===== config.mk =====
export PLATFORM = sky130hd
export DESIGN_NAME = tsdespread_engine
export DESIGN_NICKNAME = d
export VERILOG_FILES = /design/src/rtl/dsr_pkg.sv /design/src/rtl/dsr_param_bank.sv /design/src/rtl/dsr_slot_seq.sv /design/src/rtl/dsr_chip_mac.sv /design/src/rtl/tsdespread_engine.sv
export SDC_FILE = /design/constraint.sdc
export NUM_CORES = 2
export LEC_CHECK = 0
export ABC_AREA = 0
export CAP_MARGIN = 5
export CORE_UTILIZATION = 35
export DETAILED_ROUTE_END_ITERATION = 8
export PLACE_DENSITY_LB_ADDON = 0.12
export SLEW_MARGIN = 5
export SYNTH_ARGS = -nofsm -noshare
export SYNTH_HDL_FRONTEND = slang
export SYNTH_SLANG_ARGS = --single-unit

===== constraint.sdc =====
create_clock -name clk -period 10.4 [get_ports clk]
set_input_delay 1.56 -clock clk [delete_from_list [all_inputs] [get_ports clk]]
set_output_delay 1.56 -clock clk [all_outputs]
set_load 0.01 [all_outputs]

===== src/rtl/dsr_pkg.sv =====
package dsr_pkg;
  localparam int FINGERS    = 16;
  localparam int FID_W      = $clog2(FINGERS);
  localparam int SAMP_W     = 8;
  localparam int ACC_W      = 16;
  localparam int SFC_W      = 3;
  localparam int SFC_MAX    = 6;               // code giving the largest spreading factor
  localparam int CNT_W      = SFC_MAX + 2;     // chip count up to 4<<SFC_MAX - 1
  localparam int CHAN_W     = 4;

  typedef struct packed {
    logic              en;
    logic              phase;
    logic [SFC_W-1:0]  sf_code;
    logic [CHAN_W-1:0] chan;
  } fparam_t;
endpackage


===== src/rtl/dsr_param_bank.sv =====
module dsr_param_bank
  import dsr_pkg::*;
#(
  parameter int N = FINGERS,
  localparam int IW = $clog2(N)
) (
  input  logic          clk,
  input  logic          rst_n,
  input  logic          wr_en,
  input  logic [IW-1:0] wr_idx,
  input  fparam_t       wr_data,
  input  logic [IW-1:0] rd_idx,
  output fparam_t       rd_data
);
  fparam_t mem [N];

  for (genvar k = 0; k < N; k++) begin : g_entry
    always_ff @(posedge clk or negedge rst_n) begin
      if (!rst_n)
        mem[k] <= '0;
      else if (wr_en && wr_idx == IW'(k))
        mem[k] <= wr_data;
    end
  end

  assign rd_data = mem[rd_idx];
endmodule


===== src/rtl/dsr_slot_seq.sv =====
module dsr_slot_seq
  import dsr_pkg::*;
#(
  parameter int N = FINGERS,
  localparam int IW = $clog2(N)
) (
  input  logic          clk,
  input  logic          rst_n,
  input  logic          in_valid,
  output logic          in_ready,
  input  logic          adv,
  output logic          busy,
  output logic [IW-1:0] slot,
  output logic          samp_phase
);
  localparam logic [IW-1:0] LAST = IW'(N - 1);

  logic take;
  assign in_ready = !busy;
  assign take     = in_valid && !busy;

  always_ff @(posedge clk or negedge rst_n) begin
    if (!rst_n) begin
      busy       <= 1'b0;
      slot       <= '0;
      samp_phase <= 1'b1;   // first accepted sample flips this to 0
    end else if (take) begin
      busy       <= 1'b1;
      slot       <= '0;
      samp_phase <= ~samp_phase;
    end else if (busy && adv) begin
      if (slot == LAST) begin
        busy <= 1'b0;
        slot <= '0;
      end else begin
        slot <= slot + 1'b1;
      end
    end
  end

  // an accepted sample closes the input for the following cycle
  assert_take_closes_R2: assert property (@(posedge clk) disable iff (!rst_n)
    (in_valid && in_ready) |=> !in_ready);

  // the served finger steps by one per advancing cycle
  assert_slot_step_R10: assert property (@(posedge clk) disable iff (!rst_n)
    (busy && adv && slot != LAST) |=> (busy && slot == IW'($past(slot) + 1'b1)));

  // output back-pressure freezes the sweep
  assert_stall_freeze_R8: assert property (@(posedge clk) disable iff (!rst_n)
    (busy && !adv) |=> (busy && $stable(slot)));
endmodule


===== src/rtl/dsr_chip_mac.sv =====
module dsr_chip_mac
  import dsr_pkg::*;
#(
  parameter int SW = SAMP_W,
  parameter int AW = ACC_W
) (
  input  logic [SW-1:0] smp_i,
  input  logic [SW-1:0] smp_q,
  input  logic          c_spread,
  input  logic          c_scr_i,
  input  logic          c_scr_q,
  input  logic [AW-1:0] acc_i,
  input  logic [AW-1:0] acc_q,
  output logic [AW-1:0] sum_i,
  output logic [AW-1:0] sum_q
);
  localparam int TW = SW + 2;

  logic neg_a, neg_b;
  logic signed [TW-1:0] ie, qe, ia, ib, qa, qb, term_i, term_q;

  assign neg_a = c_spread ^ c_scr_i;
  assign neg_b = c_spread ^ c_scr_q;
  assign ie    = {{2{smp_i[SW-1]}}, smp_i};
  assign qe    = {{2{smp_q[SW-1]}}, smp_q};
  assign ia    = neg_a ? -ie : ie;
  assign qa    = neg_a ? -qe : qe;
  assign ib    = neg_b ? -ie : ie;
  assign qb    = neg_b ? -qe : qe;
  assign term_i = ia + qb;
  assign term_q = qa - ib;

  function automatic logic [AW-1:0] sat_add(input logic [AW-1:0] a, input logic [TW-1:0] t);
    logic [AW:0] s;
    s = {a[AW-1], a} + {{(AW + 1 - TW){t[TW-1]}}, t};
    if (s[AW] != s[AW-1])
      return s[AW] ? {1'b1, {(AW-1){1'b0}}} : {1'b0, {(AW-1){1'b1}}};
    return s[AW-1:0];
  endfunction

  assign sum_i = sat_add(acc_i, term_i);
  assign sum_q = sat_add(acc_q, term_q);
endmodule


===== src/rtl/tsdespread_engine.sv =====
module tsdespread_engine
  import dsr_pkg::*;
(
  input  logic                clk,
  input  logic                rst_n,
  input  logic                in_valid,
  output logic                in_ready,
  input  logic [SAMP_W-1:0]   in_i,
  input  logic [SAMP_W-1:0]   in_q,
  output logic [FID_W-1:0]    code_slot,
  input  logic                code_spread,
  input  logic                code_scr_i,
  input  logic                code_scr_q,
  input  logic                cfg_we,
  input  logic [FID_W-1:0]    cfg_finger,
  input  logic                cfg_enable,
  input  logic                cfg_phase,
  input  logic [SFC_W-1:0]    cfg_sf_code,
  input  logic [CHAN_W-1:0]   cfg_chan,
  output logic                out_valid,
  input  logic                out_ready,
  output logic [FID_W-1:0]    out_finger,
  output logic [CHAN_W-1:0]   out_chan,
  output logic [ACC_W-1:0]    out_i,
  output logic [ACC_W-1:0]    out_q
);
  // sample latch
  logic [SAMP_W-1:0] smp_i, smp_q;
  logic busy, adv, samp_phase, take;
  logic [FID_W-1:0] slot;

  assign adv  = !out_valid || out_ready;
  assign take = in_valid && in_ready;

  dsr_slot_seq #(.N(FINGERS)) u_seq (
    .clk, .rst_n, .in_valid, .in_ready, .adv, .busy, .slot, .samp_phase
  );

  always_ff @(posedge clk or negedge rst_n) begin
    if (!rst_n) begin
      smp_i <= '0;
      smp_q <= '0;
    end else if (take) begin
      smp_i <= in_i;
      smp_q <= in_q;
    end
  end

  // per-finger parameters
  fparam_t wr_par, cur_par;
  assign wr_par = '{en: cfg_enable, phase: cfg_phase, sf_code: cfg_sf_code, chan: cfg_chan};

  dsr_param_bank #(.N(FINGERS)) u_par (
    .clk, .rst_n, .wr_en(cfg_we), .wr_idx(cfg_finger), .wr_data(wr_par),
    .rd_idx(slot), .rd_data(cur_par)
  );

  // per-finger running state
  logic [ACC_W-1:0] acc_i [FINGERS];
  logic [ACC_W-1:0] acc_q [FINGERS];
  logic [CNT_W-1:0] cnt   [FINGERS];

  logic [SFC_W-1:0] eff_code;
  logic [CNT_W:0]   sf_full;
  logic [CNT_W-1:0] sf_m1, cnt_cur;
  logic             act, last;
  logic [ACC_W-1:0] sum_i, sum_q;

  assign eff_code = (cur_par.sf_code > SFC_W'(SFC_MAX)) ? SFC_W'(SFC_MAX) : cur_par.sf_code;
  assign sf_full  = (CNT_W + 1)'(4) << eff_code;
  assign sf_m1    = CNT_W'(sf_full - 1'b1);
  assign cnt_cur  = cnt[slot];
  assign act      = busy && adv && cur_par.en && (cur_par.phase == samp_phase);
  assign last     = (cnt_cur == sf_m1);
  assign code_slot = slot;

  dsr_chip_mac #(.SW(SAMP_W), .AW(ACC_W)) u_mac (
    .smp_i, .smp_q,
    .c_spread(code_spread), .c_scr_i(code_scr_i), .c_scr_q(code_scr_q),
    .acc_i(acc_i[slot]), .acc_q(acc_q[slot]),
    .sum_i, .sum_q
  );

  always_ff @(posedge clk or negedge rst_n) begin
    if (!rst_n) begin
      for (int k = 0; k < FINGERS; k++) begin
        acc_i[k] <= '0;
        acc_q[k] <= '0;
        cnt[k]   <= '0;
      end
    end else begin
      for (int k = 0; k < FINGERS; k++) begin
        if (cfg_we && cfg_finger == FID_W'(k)) begin
          acc_i[k] <= '0;
          acc_q[k] <= '0;
          cnt[k]   <= '0;
        end else if (act && slot == FID_W'(k)) begin
          if (last) begin
            acc_i[k] <= '0;
            acc_q[k] <= '0;
            cnt[k]   <= '0;
          end else begin
            acc_i[k] <= sum_i;
            acc_q[k] <= sum_q;
            cnt[k]   <= cnt[k] + 1'b1;
          end
        end
      end
    end
  end

  // output register
  always_ff @(posedge clk or negedge rst_n) begin
    if (!rst_n) begin
      out_valid  <= 1'b0;
      out_finger <= '0;
      out_chan   <= '0;
      out_i      <= '0;
      out_q      <= '0;
    end else if (act && last) begin
      out_valid  <= 1'b1;
      out_finger <= slot;
      out_chan   <= cur_par.chan;
      out_i      <= sum_i;
      out_q      <= sum_q;
    end else if (out_valid && out_ready) begin
      out_valid  <= 1'b0;
    end
  end

  // a stalled symbol stays put
  assert_out_hold_R8: assert property (@(posedge clk) disable iff (!rst_n)
    (out_valid && !out_ready) |=> (out_valid && $stable(out_i) && $stable(out_q)
                                   && $stable(out_finger) && $stable(out_chan)));

  // a served finger's chip count never passes its spreading factor
  assert_cnt_bound_R5: assert property (@(posedge clk) disable iff (!rst_n)
    act |-> (cnt_cur <= sf_m1));
endmodule


==> impl_metrics.env <==
export IMPL_io_buffers=82
export IMPL_cp_arrival_ns=8.47
export IMPL_required_ns=11.04
export IMPL_fin_crit_ns=7.83
export IMPL_place_area_um2=45000
export IMPL_crit_type="in -> reg"
export IMPL_multi_input_area_um2=20000
export IMPL_fin_skew_ns=0.0311
export IMPL_synthArstFlopShare_pct=100
export IMPL_crit_path_start="code_spread"
export IMPL_io_pins=83
export IMPL_dr_pass1_iters=5
export IMPL_core_rowCount=127
export IMPL_antenna_found_initial=6
export IMPL_cts_resized=0
export IMPL_rsz0062_at_grt="no"
export IMPL_ys_flop_type="dfrtp_1"
export IMPL_core_um2=120000
export IMPL_final_antenna_net_count=0
export IMPL_gp_congestion=0.847
export IMPL_timing_rr_start="smp_i[0]"
export IMPL_floorplan_initialDensity_pct=35.4
export IMPL_syn_nets=3780
export IMPL_layout_setup_ws_ns=2.57
export IMPL_hold_start="acc_q[140]"
export IMPL_r2r_cells=24
export IMPL_regArea_um2=21200
export IMPL_crit_fanout=24
export IMPL_holdPathStages=2
export IMPL_maxSlewHeadroom_pct=26.4
export IMPL_num_vias=30887
export IMPL_cts_sinks=847
export IMPL_cts_tree="done"
export IMPL_place_inst=5188
export IMPL_layout_common_cells="dfrtp_1, nand2_1, o21ai_0"
export IMPL_finalHoldViolCount=0
export IMPL_synth_area_um2=42500
export IMPL_nFillCells=11625
export IMPL_synthCells=3671
export IMPL_end_kind="flop"
export IMPL_htree_levels=3
export IMPL_drv_cap=0
export IMPL_stdcell_count=5365
export IMPL_numCtsBuffers=97
export IMPL_die_h_um=350
export IMPL_cts_setup_buffers=0
export IMPL_avgSynthCellArea_um2=11.6
export IMPL_place_hpwl_um=90100
export IMPL_stdcell_area_um2=48300
export IMPL_ctsHoldBuffers=0
export IMPL_ys_warn_count=0
export IMPL_clock_fmax_mhz=128
export IMPL_clk_latency_ns=0.73
export IMPL_tns_ns=0
export IMPL_worst_pin_slew_ns=1.10
export IMPL_clockRootBuffer="clkbuf_16"
export IMPL_yosysSeqAreaShare_pct=49.9
export IMPL_cp_start_kind="input port"
export IMPL_synth_seq_cells=847
export IMPL_vias_per_cell=5.76
export IMPL_grt_pass1_vias=31093
export IMPL_status="completed"
export IMPL_critPathCapture="acc_q[18]"
export IMPL_finalSetupViolCount=0
export IMPL_fin_crit_sh_pct=75.3
export IMPL_r2r_end="acc_q[18]"
export IMPL_diodes=0
export IMPL_dieArea_um2=123000
export IMPL_wire_per_inst_um=27.1
export IMPL_globalRouteOverflowTotal=0
export IMPL_finalWirelength_um=145000
export IMPL_drive_above_1_share_pct=19.8
export IMPL_cts_buffer_depth=3
export IMPL_ys_types=94
export IMPL_grt_max_degree=158
export IMPL_drc_errors=0
export IMPL_layout_nets=3784
export IMPL_post_place_ws_ns=1.89
export IMPL_drt_iter0_markers=2685
export IMPL_hp_class="reg -> reg"
export IMPL_synth_edf_count=0
export IMPL_clkTransAtPathRegs_ns=0.06
export IMPL_final_max_slew_viol_count=0
export IMPL_ff2ff_setup_slack_ns=3.06
export IMPL_grt_total_usage_pct=24.0
export IMPL_grt_pass1_wl_um=217000
export IMPL_final_common_cell="dfrtp_1"
export IMPL_dieWidth_um=350
export IMPL_syn_to_final_growth_pct=13.7
[cell usage after synthesis (42+ instances only)]
cell        n  area, um2
mux2_2    155       1750
buf_2     100        500
a22o_1     80        701
mux4_2    225       5070
nand2_1   493       1850
a21oi_1    72        360
dfrtp_1   846      21200
a21o_1     64        480
xor2_1     58        508
ha_1       68        851
o21ai_0   460       2300
nor3b_1    42        315
nor2_1    146        548
clkbuf_1  125        469
a32o_1     80        801
nand3_1    96        480
[worst min path at each step]
stage                       endpoint
after global routing      acc_i[209]
final                     acc_q[140]
after CTS                  acc_i[87]
after floorplan            acc_q[41]
after detailed placement   acc_i[87]
after global placement    acc_q[102]
[kinds of logic after synthesis]
logic type	Yosys count	synth area share, %
AND/OR/NAND/NOR	979	10.8
AO/OA/AOI/OAI	949	14.7
flip-flops	847	49.9
multiplexers	402	16.6
buffers and inverters	312	3.44
XOR/XNOR	101	2.12
adder cells (fa/ha/maj)	81	2.41
[registers in the layout, indices dropped and copies added (netlist names)]
name              count
u_seq.busy            1
smp_q                 8
u_seq.slot            4
u_seq.samp_phase      1
out_chan              4
u_par.mem           144
out_i                16
cnt                 128
smp_i                 8
acc_q               256
acc_i               256
out_valid             1
out_q                16
out_finger            4
[per-stage QoR]
step | hold slack, ns | utilization, %
floorplan | 0.442 | -
global placement | 0.457 | 37.5
detailed placement | 0.465 | 37.5
CTS | 0.478 | 40.2
global route | 0.497 | 40.2
finish | 0.473 | 40.2
[final cells by class]
cell class	instances	area share [%]
Sequential cell	847	43.9
Clock inverter	35	0.946
Clock buffer	142	5.88
Timing Repair Buffer	173	3.28
Multi-Input combinational cell	2512	41.5
Inverter	44	0.345
Tap cell	1612	4.18
[worst max-delay path: stages]
cell and delay (ns):
clkdlybuf4s50_1 0.56, xnor2_2 0.14, buf_4 0.28, mux2_2 0.39, inv_1 0.06, ha_1 0.21, nor2b_1 0.13, o21ai_0 0.26
a31oi_1 0.12, nand2b_1 0.18, xnor2_2 0.54, clkinv_1 0.49, ha_1 0.56, a21o_1 0.17, a21oi_1 0.10, nand2b_1 0.16
a21o_1 0.18, a32oi_1 0.17, a21boi_1 0.63, o211a_1 0.64, or3_1 0.63, a22o_1 0.25
[per-layer routing]
| metal | vias up | global-route usage (%) | share of wire, % |
|---|---|---|---|
| met3 | 187 | 3.42 | 5.4 |
| met5 | - | 0 | 0 |
| met2 | 898 | 37.4 | 46 |
| met1 | 16203 | 34.6 | 46 |
| met4 | 0 | 6.84 | 2.8 |
| li1 | 13599 | - | - |
Power is left out: the tool's default activity adds up to more than one toggle a clock period on the data nets, which glitch-free logic cannot reach.
